### config.mk
export PLATFORM = sky130hd
export DESIGN_NAME = trk_dedup
export DESIGN_NICKNAME = d
export VERILOG_FILES = /design/src/rtl/trk_dedup_pkg.sv /design/src/rtl/trk_merge.sv /design/src/rtl/trk_window.sv /design/src/rtl/trk_deal.sv /design/src/rtl/trk_dedup.sv
export SDC_FILE = /design/constraint.sdc
export NUM_CORES = 2
export LEC_CHECK = 0
export BUFFER_PORTS_ARGS = -buffer_cell sky130_fd_sc_hd__buf_2
export CAP_MARGIN = 20
export CORE_AREA = 3 3 337 339
export DETAILED_ROUTE_END_ITERATION = 16
export DIE_AREA = 0 0 340 342
export PLACE_DENSITY = 0.56
export REMOVE_ABC_BUFFERS = 1
export SYNTH_ARGS = -nofsm -noshare
export SYNTH_HDL_FRONTEND = slang
export SYNTH_SLANG_ARGS = --single-unit
### constraint.sdc
create_clock -name clk -period 296.7 [get_ports clk]
set_input_delay 74.175 -clock clk [delete_from_list [all_inputs] [get_ports clk]]
set_output_delay 74.175 -clock clk [all_outputs]
set_load 0.01 [all_outputs]
### src/rtl/trk_dedup_pkg.sv
package trk_dedup_pkg;

  typedef enum logic [2:0] {
    ACT_WAIT,
    ACT_EJECT,
    ACT_DROP,
    ACT_SWAP,
    ACT_APPEND,
    ACT_FLUSH,
    ACT_CLOSE
  } act_e;

  function automatic logic [31:0] abs_gap(input logic [31:0] a, input logic [31:0] b);
    return (a > b) ? (a - b) : (b - a);
  endfunction

  function automatic logic near(input logic [31:0] a, input logic [31:0] b,
                                input logic [31:0] tol);
    return abs_gap(a, b) <= tol;
  endfunction

  function automatic logic beats(input logic [31:0] cnt_a, input logic [31:0] src_a,
                                 input logic [31:0] cnt_b, input logic [31:0] src_b);
    return (cnt_a > cnt_b) || ((cnt_a == cnt_b) && (src_a < src_b));
  endfunction

endpackage

### src/rtl/trk_merge.sv
module trk_merge #(
  parameter int N_IN  = 36,
  parameter int PT_W  = 8,
  parameter int SRC_W = 6
) (
  input  logic [N_IN-1:0]           in_vld,
  input  logic [N_IN-1:0]           in_eoc,
  input  logic [N_IN-1:0][PT_W-1:0] in_pt,
  output logic                      all_here,
  output logic                      any_trk,
  output logic [SRC_W-1:0]          sel_idx
);

  logic [N_IN-1:0] is_trk;
  logic [PT_W-1:0] best_pt;
  logic            seen;

  genvar g;
  generate
    for (g = 0; g < N_IN; g++) begin : g_head
      assign is_trk[g] = in_vld[g] & ~in_eoc[g];
    end
  endgenerate

  assign all_here = &in_vld;
  assign any_trk  = |is_trk;

  // strict compare keeps the lowest index on equal Pt
  always_comb begin
    best_pt = '0;
    seen    = 1'b0;
    sel_idx = '0;
    for (int i = 0; i < N_IN; i++) begin
      if (is_trk[i] && (!seen || (in_pt[i] > best_pt))) begin
        seen    = 1'b1;
        best_pt = in_pt[i];
        sel_idx = SRC_W'(i);
      end
    end
  end

endmodule

### src/rtl/trk_window.sv
module trk_window
  import trk_dedup_pkg::*;
#(
  parameter int WIN   = 4,
  parameter int PT_W  = 8,
  parameter int PHI_W = 8,
  parameter int CNT_W = 2,
  parameter int SRC_W = 6
) (
  input  logic             clk,
  input  logic             rst_n,
  input  logic             go,
  input  logic             any_trk,
  input  logic [PT_W-1:0]  pt_tol,
  input  logic [PHI_W-1:0] phi_tol,
  input  logic [PT_W-1:0]  cand_pt,
  input  logic [PHI_W-1:0] cand_phi,
  input  logic [CNT_W-1:0] cand_cnt,
  input  logic [SRC_W-1:0] cand_src,
  output logic             take_cand,
  output logic             close_xing,
  output logic             emit_vld,
  output logic [PT_W-1:0]  emit_pt,
  output logic [PHI_W-1:0] emit_phi,
  output logic [CNT_W-1:0] emit_cnt,
  output logic [SRC_W-1:0] emit_src,
  output act_e             act
);

  localparam int FW = $clog2(WIN + 1);
  localparam int MW = (WIN > 1) ? $clog2(WIN) : 1;

  logic [PT_W-1:0]  w_pt  [WIN];
  logic [PHI_W-1:0] w_phi [WIN];
  logic [CNT_W-1:0] w_cnt [WIN];
  logic [SRC_W-1:0] w_src [WIN];
  logic [FW-1:0]    fill;

  logic [WIN-1:0]   hit;
  logic [MW-1:0]    m_idx;
  logic             head_far;
  logic             cand_wins;
  logic             win_full;
  logic [MW-1:0]    last_slot;
  logic [MW-1:0]    tail_slot;

  genvar g;
  generate
    for (g = 0; g < WIN; g++) begin : g_cmp
      assign hit[g] = (FW'(g) < fill)
                   && near(32'(w_pt[g]),  32'(cand_pt),  32'(pt_tol))
                   && near(32'(w_phi[g]), 32'(cand_phi), 32'(phi_tol));
    end
  endgenerate

  always_comb begin
    m_idx = '0;
    for (int j = WIN - 1; j >= 0; j--) begin
      if (hit[j]) m_idx = MW'(j);
    end
  end

  assign head_far  = (fill != '0) && (32'(w_pt[0]) > (32'(cand_pt) + 32'(pt_tol)));
  assign cand_wins = beats(32'(cand_cnt), 32'(cand_src), 32'(w_cnt[m_idx]), 32'(w_src[m_idx]));
  assign win_full  = (fill == FW'(WIN));
  assign last_slot = MW'(fill - FW'(1));
  assign tail_slot = MW'(fill);

  always_comb begin
    act = ACT_WAIT;
    if (go) begin
      if (any_trk) begin
        if (head_far)      act = ACT_EJECT;
        else if (|hit)     act = cand_wins ? ACT_SWAP : ACT_DROP;
        else if (win_full) act = ACT_EJECT;
        else               act = ACT_APPEND;
      end else begin
        act = (fill != '0) ? ACT_FLUSH : ACT_CLOSE;
      end
    end
  end

  assign take_cand  = (act == ACT_DROP) || (act == ACT_SWAP) || (act == ACT_APPEND);
  assign close_xing = (act == ACT_CLOSE);
  assign emit_vld   = (act == ACT_EJECT) || (act == ACT_FLUSH);
  assign emit_pt    = w_pt[0];
  assign emit_phi   = w_phi[0];
  assign emit_cnt   = w_cnt[0];
  assign emit_src   = w_src[0];

  always_ff @(posedge clk or negedge rst_n) begin
    if (!rst_n) begin
      fill <= '0;
      for (int k = 0; k < WIN; k++) begin
        w_pt[k]  <= '0;
        w_phi[k] <= '0;
        w_cnt[k] <= '0;
        w_src[k] <= '0;
      end
    end else begin
      case (act)
        ACT_EJECT, ACT_FLUSH: begin
          for (int k = 0; k < WIN - 1; k++) begin
            w_pt[k]  <= w_pt[k+1];
            w_phi[k] <= w_phi[k+1];
            w_cnt[k] <= w_cnt[k+1];
            w_src[k] <= w_src[k+1];
          end
          fill <= fill - FW'(1);
        end
        ACT_SWAP: begin
          for (int k = 0; k < WIN - 1; k++) begin
            if ((k >= int'(m_idx)) && ((k + 1) < int'(fill))) begin
              w_pt[k]  <= w_pt[k+1];
              w_phi[k] <= w_phi[k+1];
              w_cnt[k] <= w_cnt[k+1];
              w_src[k] <= w_src[k+1];
            end
          end
          w_pt[last_slot]  <= cand_pt;
          w_phi[last_slot] <= cand_phi;
          w_cnt[last_slot] <= cand_cnt;
          w_src[last_slot] <= cand_src;
        end
        ACT_APPEND: begin
          w_pt[tail_slot]  <= cand_pt;
          w_phi[tail_slot] <= cand_phi;
          w_cnt[tail_slot] <= cand_cnt;
          w_src[tail_slot] <= cand_src;
          fill <= fill + FW'(1);
        end
        default: ;
      endcase
    end
  end

  // assertion-side history of released Pt within a crossing
  logic            seen_emit;
  logic [PT_W-1:0] prev_pt;
  always_ff @(posedge clk or negedge rst_n) begin
    if (!rst_n) begin
      seen_emit <= 1'b0;
      prev_pt   <= '0;
    end else if (close_xing) begin
      seen_emit <= 1'b0;
    end else if (emit_vld) begin
      seen_emit <= 1'b1;
      prev_pt   <= emit_pt;
    end
  end

  a_r9_fill_limit: assert property (@(posedge clk) disable iff (!rst_n)
    fill <= FW'(WIN));

  a_r2_idle_when_missing: assert property (@(posedge clk) disable iff (!rst_n)
    !go |-> (!take_cand && !close_xing && !emit_vld));

  a_r6_descending: assert property (@(posedge clk) disable iff (!rst_n)
    (emit_vld && seen_emit) |-> (emit_pt <= prev_pt));

  a_r8_close_when_empty: assert property (@(posedge clk) disable iff (!rst_n)
    close_xing |-> (fill == '0));

endmodule

### src/rtl/trk_deal.sv
module trk_deal #(
  parameter int N_OUT = 4,
  parameter int PT_W  = 8,
  parameter int PHI_W = 8,
  parameter int CNT_W = 2,
  parameter int SRC_W = 6
) (
  input  logic                        clk,
  input  logic                        rst_n,
  input  logic                        emit_vld,
  input  logic                        close_xing,
  input  logic [PT_W-1:0]             emit_pt,
  input  logic [PHI_W-1:0]            emit_phi,
  input  logic [CNT_W-1:0]            emit_cnt,
  input  logic [SRC_W-1:0]            emit_src,
  output logic [N_OUT-1:0]            out_vld,
  output logic [N_OUT-1:0]            out_eoc,
  output logic [N_OUT-1:0][PT_W-1:0]  out_pt,
  output logic [N_OUT-1:0][PHI_W-1:0] out_phi,
  output logic [N_OUT-1:0][CNT_W-1:0] out_cnt,
  output logic [N_OUT-1:0][SRC_W-1:0] out_src
);

  localparam int RW = (N_OUT > 1) ? $clog2(N_OUT) : 1;

  logic [RW-1:0] rr;

  always_ff @(posedge clk or negedge rst_n) begin
    if (!rst_n) begin
      rr      <= '0;
      out_vld <= '0;
      out_eoc <= '0;
      out_pt  <= '0;
      out_phi <= '0;
      out_cnt <= '0;
      out_src <= '0;
    end else begin
      for (int o = 0; o < N_OUT; o++) begin
        out_vld[o] <= emit_vld && (rr == RW'(o));
        out_eoc[o] <= close_xing;
        if (emit_vld && (rr == RW'(o))) begin
          out_pt[o]  <= emit_pt;
          out_phi[o] <= emit_phi;
          out_cnt[o] <= emit_cnt;
          out_src[o] <= emit_src;
        end
      end
      if (close_xing)    rr <= '0;
      else if (emit_vld) rr <= (rr == RW'(N_OUT - 1)) ? '0 : rr + RW'(1);
    end
  end

  a_r7_single_stream: assert property (@(posedge clk) disable iff (!rst_n)
    $onehot0(out_vld));

  a_r8_eoc_together: assert property (@(posedge clk) disable iff (!rst_n)
    (|out_eoc) |-> ((&out_eoc) && (out_vld == '0)));

  a_r7_restart_at_zero: assert property (@(posedge clk) disable iff (!rst_n)
    (close_xing && !emit_vld) |=> (rr == '0));

endmodule

### src/rtl/trk_dedup.sv
module trk_dedup
  import trk_dedup_pkg::*;
#(
  parameter int N_IN  = 36,
  parameter int N_OUT = 4,
  parameter int WIN   = 4,
  parameter int PT_W  = 8,
  parameter int PHI_W = 8,
  parameter int CNT_W = 2,
  localparam int SRC_W = (N_IN > 1) ? $clog2(N_IN) : 1
) (
  input  logic                        clk,
  input  logic                        rst_n,
  input  logic [PT_W-1:0]             pt_tol,
  input  logic [PHI_W-1:0]            phi_tol,
  input  logic [N_IN-1:0]             in_vld,
  input  logic [N_IN-1:0]             in_eoc,
  input  logic [N_IN-1:0][PT_W-1:0]   in_pt,
  input  logic [N_IN-1:0][PHI_W-1:0]  in_phi,
  input  logic [N_IN-1:0][CNT_W-1:0]  in_cnt,
  output logic [N_IN-1:0]             in_pop,
  output logic [N_OUT-1:0]            out_vld,
  output logic [N_OUT-1:0]            out_eoc,
  output logic [N_OUT-1:0][PT_W-1:0]  out_pt,
  output logic [N_OUT-1:0][PHI_W-1:0] out_phi,
  output logic [N_OUT-1:0][CNT_W-1:0] out_cnt,
  output logic [N_OUT-1:0][SRC_W-1:0] out_src
);

  logic             all_here;
  logic             any_trk;
  logic [SRC_W-1:0] sel_idx;
  logic             take_cand;
  logic             close_xing;
  logic             emit_vld;
  logic [PT_W-1:0]  emit_pt;
  logic [PHI_W-1:0] emit_phi;
  logic [CNT_W-1:0] emit_cnt;
  logic [SRC_W-1:0] emit_src;
  act_e             act;

  trk_merge #(.N_IN(N_IN), .PT_W(PT_W), .SRC_W(SRC_W)) u_merge (
    .in_vld   (in_vld),
    .in_eoc   (in_eoc),
    .in_pt    (in_pt),
    .all_here (all_here),
    .any_trk  (any_trk),
    .sel_idx  (sel_idx)
  );

  trk_window #(.WIN(WIN), .PT_W(PT_W), .PHI_W(PHI_W), .CNT_W(CNT_W), .SRC_W(SRC_W)) u_window (
    .clk        (clk),
    .rst_n      (rst_n),
    .go         (all_here),
    .any_trk    (any_trk),
    .pt_tol     (pt_tol),
    .phi_tol    (phi_tol),
    .cand_pt    (in_pt[sel_idx]),
    .cand_phi   (in_phi[sel_idx]),
    .cand_cnt   (in_cnt[sel_idx]),
    .cand_src   (sel_idx),
    .take_cand  (take_cand),
    .close_xing (close_xing),
    .emit_vld   (emit_vld),
    .emit_pt    (emit_pt),
    .emit_phi   (emit_phi),
    .emit_cnt   (emit_cnt),
    .emit_src   (emit_src),
    .act        (act)
  );

  trk_deal #(.N_OUT(N_OUT), .PT_W(PT_W), .PHI_W(PHI_W), .CNT_W(CNT_W), .SRC_W(SRC_W)) u_deal (
    .clk        (clk),
    .rst_n      (rst_n),
    .emit_vld   (emit_vld),
    .close_xing (close_xing),
    .emit_pt    (emit_pt),
    .emit_phi   (emit_phi),
    .emit_cnt   (emit_cnt),
    .emit_src   (emit_src),
    .out_vld    (out_vld),
    .out_eoc    (out_eoc),
    .out_pt     (out_pt),
    .out_phi    (out_phi),
    .out_cnt    (out_cnt),
    .out_src    (out_src)
  );

  genvar g;
  generate
    for (g = 0; g < N_IN; g++) begin : g_pop
      assign in_pop[g] = (take_cand && (sel_idx == SRC_W'(g))) || close_xing;
    end
  endgenerate

  a_r2_no_pop_missing: assert property (@(posedge clk) disable iff (!rst_n)
    !(&in_vld) |-> (in_pop == '0));

  a_r3_single_track_pop: assert property (@(posedge clk) disable iff (!rst_n)
    !$onehot0(in_pop) |-> ((&in_pop) && (&in_eoc)));

  a_r8_close_needs_all_markers: assert property (@(posedge clk) disable iff (!rst_n)
    (&in_pop && N_IN > 1) |-> (&in_eoc));

endmodule

==> out/metrics.yaml <==
grt_pass1_vias: 39700
die_w_um: 340
ff2ff_path_depth: 40
yosysSeqAreaShare_pct: 14.4
core_area_sq_um: 111000
final_nets: 6748
boundaryPins: 878
synthSimpleGateAreaFrac_pct: 21.2
fillers: 11900
synth_edf_count: 0
synth.avg_cell_area_sq_um: 7.41
yosys_register_bits: 202
die_area_sq_um: 116000
ys_types: 121
final.min_clock_period_ns: 240.66
die_h_um: 342
status: "finished, final reports clean"
yosys_most_used_dff: "dfrtp_1"
worst-setup-path-type: "in2out"
hold_viol: 0
cp-start-kind: "input pin"
setup-tns-final_ns: 0
cts.clk_slew.worst_paths_ns: 0.06
slew_headroom_pct: 24.2
syn_area_sq_um: 35000
synth_compound_area_share_pct: 25.7
synth.area.top_cells: "ha_1 17%, dfrtp_1 14%, nand2_1 6.8%, mux2_2 5.9%, mux2i_1 5.4%"
ant_nets: 0
cts_sinks: 202
worst-slew-pin-transition_ns: 1.13
synth.most_common_cell: "nand2_1"
grt_pass1_wl_mm: 299
cp.required_ns: 222.52
h-tree-depth: 1
hp-start: "u_deal.out_phi[2]$_DFFE_PN0P_"
wl_per_cell_um: 31.0
ys.warnings.count: 0
path_buf_inv: 40
synth.mux.area_fraction_pct: 11.4
grt_max_degree: 112
finalSetupViolCount: 0
overflow: 0
synth_common_cells: "633 x nand2_1, 486 x ha_1, 416 x inv_1, 360 x o21ai_0, 294 x a21oi_1"
whs_path_depth: 2
grt_antenna_before_repair: 82
post_cts_buffers: 0
r2r_start: "u_window.w_phi[1]$_DFFE_PN0P_"
worstHoldPathType: "reg2reg"
post-route-period-util_pct: 81.1
finalClockSkew_ns: 0.0204
rsz0062_at_grt: "false"
synth_xor_area_share_pct: 1.60
synth_top_family_by_area: "compound AO/OA/AOI/OAI gates"
arrival_ns: 166.49
dr.pass1.iters: 8
rows: 122
num_vias: 41600
clkLatencyLatePin_ns: 0.56
cts-root-buf: "clkbuf_16"
crit_top_cell: "a21oi_1"
drcViolationCount: 0
r2r_slack_ns: 285.74
drt_iter0_markers: 4705
cts_hold_buf: 0
area_growth_pct: 20.2
cts_resized: 0
cp_max_fo: 20
critPathSlowestCell: "o21ai_0"
synthCells: 4720
cap_violations: 0
layout-drive-gt1-share_pct: 23.5
cts_tree: "built"
cpPeakStageDelay_ns: 0.96
hpwl_mm: 182
critical_path.top_delay_family: "compound AO/OA/AOI/OAI gates"
start_util_pct: 31.6
drt_wl_total_mm: 219
slew_viol_final: 0
endpoint_kind: "output pin"
synth_top_area_share_pct: 17.4
ys_async_sr_fraction_pct: 100
hold_path_end: "u_deal.out_phi[2]$_DFFE_PN0P_"
synthAdderAreaFrac_pct: 18.4
regToRegEndpoint: "u_window.emit_cnt[0]$_DFFE_PN0P_"
numCtsBuffers: 25
yosys.area.top_type: "ha_1"
cts.path.max_buffers: 3
viasPerCell: 5.91
grt_usage_pct: 35.6
numPortBuffers: 877
max_freq_ghz: 0.00416
gp_routability_congestion: 1.08
-- state kept, by name, summed over array words and instances, names as in the netlist --
name,count
u_window.emit_pt,8
u_deal.out_eoc,1
u_deal.out_cnt,8
u_deal.out_pt,32
u_window.w_pt,24
u_window.emit_src,6
u_window.w_phi,24
u_window.fill,3
u_deal.rr,2
u_window.emit_cnt,2
u_deal.out_vld,4
u_window.w_cnt,6
u_window.emit_phi,8
u_deal.out_src,24
u_window.w_src,18
u_deal.out_phi,32
-- cell usage in the layout (no fill, tap or decap), drive strengths merged, types with 54 or more instances in the layout --
cell,instances
a21o,118
nand2,634
nor2,294
nand2b,98
buf,957
ha,486
o211ai,54
dfrtp,202
inv,429
nor2b,110
nand4,79
mux2i,190
o21ai,400
mux2,184
nand3,195
a21oi,301
-- through the flow --
stage	area, sq um	setup slack (ns)	hold WS [ns]	util (%)	std cells
final	42100	56.04	0.474	38.0	7047
after global routing	42000	49.24	0.493	38.0	7036
after CTS	41900	56.87	0.478	37.9	7011
after detailed placement	41100	57.25	0.466	37.1	6965
after global placement	41100	58.55	0.458	37.1	6965
after floorplan	34100	66.72	0.470	-	4521
-- area by class of cell --
type | instances | area [sq um] | share of cell area [%]
Antenna cell | 33 | 82.6 | 0.196
Clock inverter | 16 | 184 | 0.437
Tap cell | 1488 | 1860 | 4.43
Multi-Input combinational cell | 3894 | 27600 | 65.5
Timing Repair Buffer | 959 | 5040 | 12.0
Clock buffer | 30 | 674 | 1.60
Inverter | 425 | 1600 | 3.79
Sequential cell | 202 | 5050 | 12.0
-- worst max-delay path by stage --
stage                    from         end  slack (ns)  depth (start not counted)
finish              in_vld[0]  in_pop[11]       56.04                        428
global route        in_vld[0]  in_pop[11]       49.24                        434
CTS                 in_vld[0]  in_pop[17]       56.87                        425
detailed placement  in_vld[0]  in_pop[17]       57.25                        423
global placement    in_vld[0]  in_pop[17]       58.55                        426
floorplan           in_vld[0]   in_pop[0]       66.72                        412
-- layer usage --
| layer | track usage (%) | part of all wire, % |
|---|---|---|
| met5 | 0 | 0.084 |
| met4 | 24.2 | 8.1 |
| met3 | 8.61 | 10 |
| met2 | 56.2 | 44 |
| met1 | 42.8 | 38 |
-- kinds of logic (layout without fill, tap and decap cells) --
kind of cell | after synthesis | after routing
AND/OR/NAND/NOR | 1579 | 1579
AO/OA/AOI/OAI | 1371 | 1371
buffers and inverters | 624 | 1430
adder cells (fa/ha/maj) | 505 | 505
multiplexers | 375 | 375
flip-flops | 202 | 202
XOR/XNOR | 64 | 64
other | 0 | 33
-- worst min-delay path, delay by kind of cell (launching register included) --
kind	cells	cell delay [ns]
AND/OR/NAND/NOR	1	0.05
AO/OA/AOI/OAI	1	0.06
flip-flops	1	0.34
Power is not shown: default switching activity piles up to over one toggle a cycle in this logic, so the estimate is an artifact.
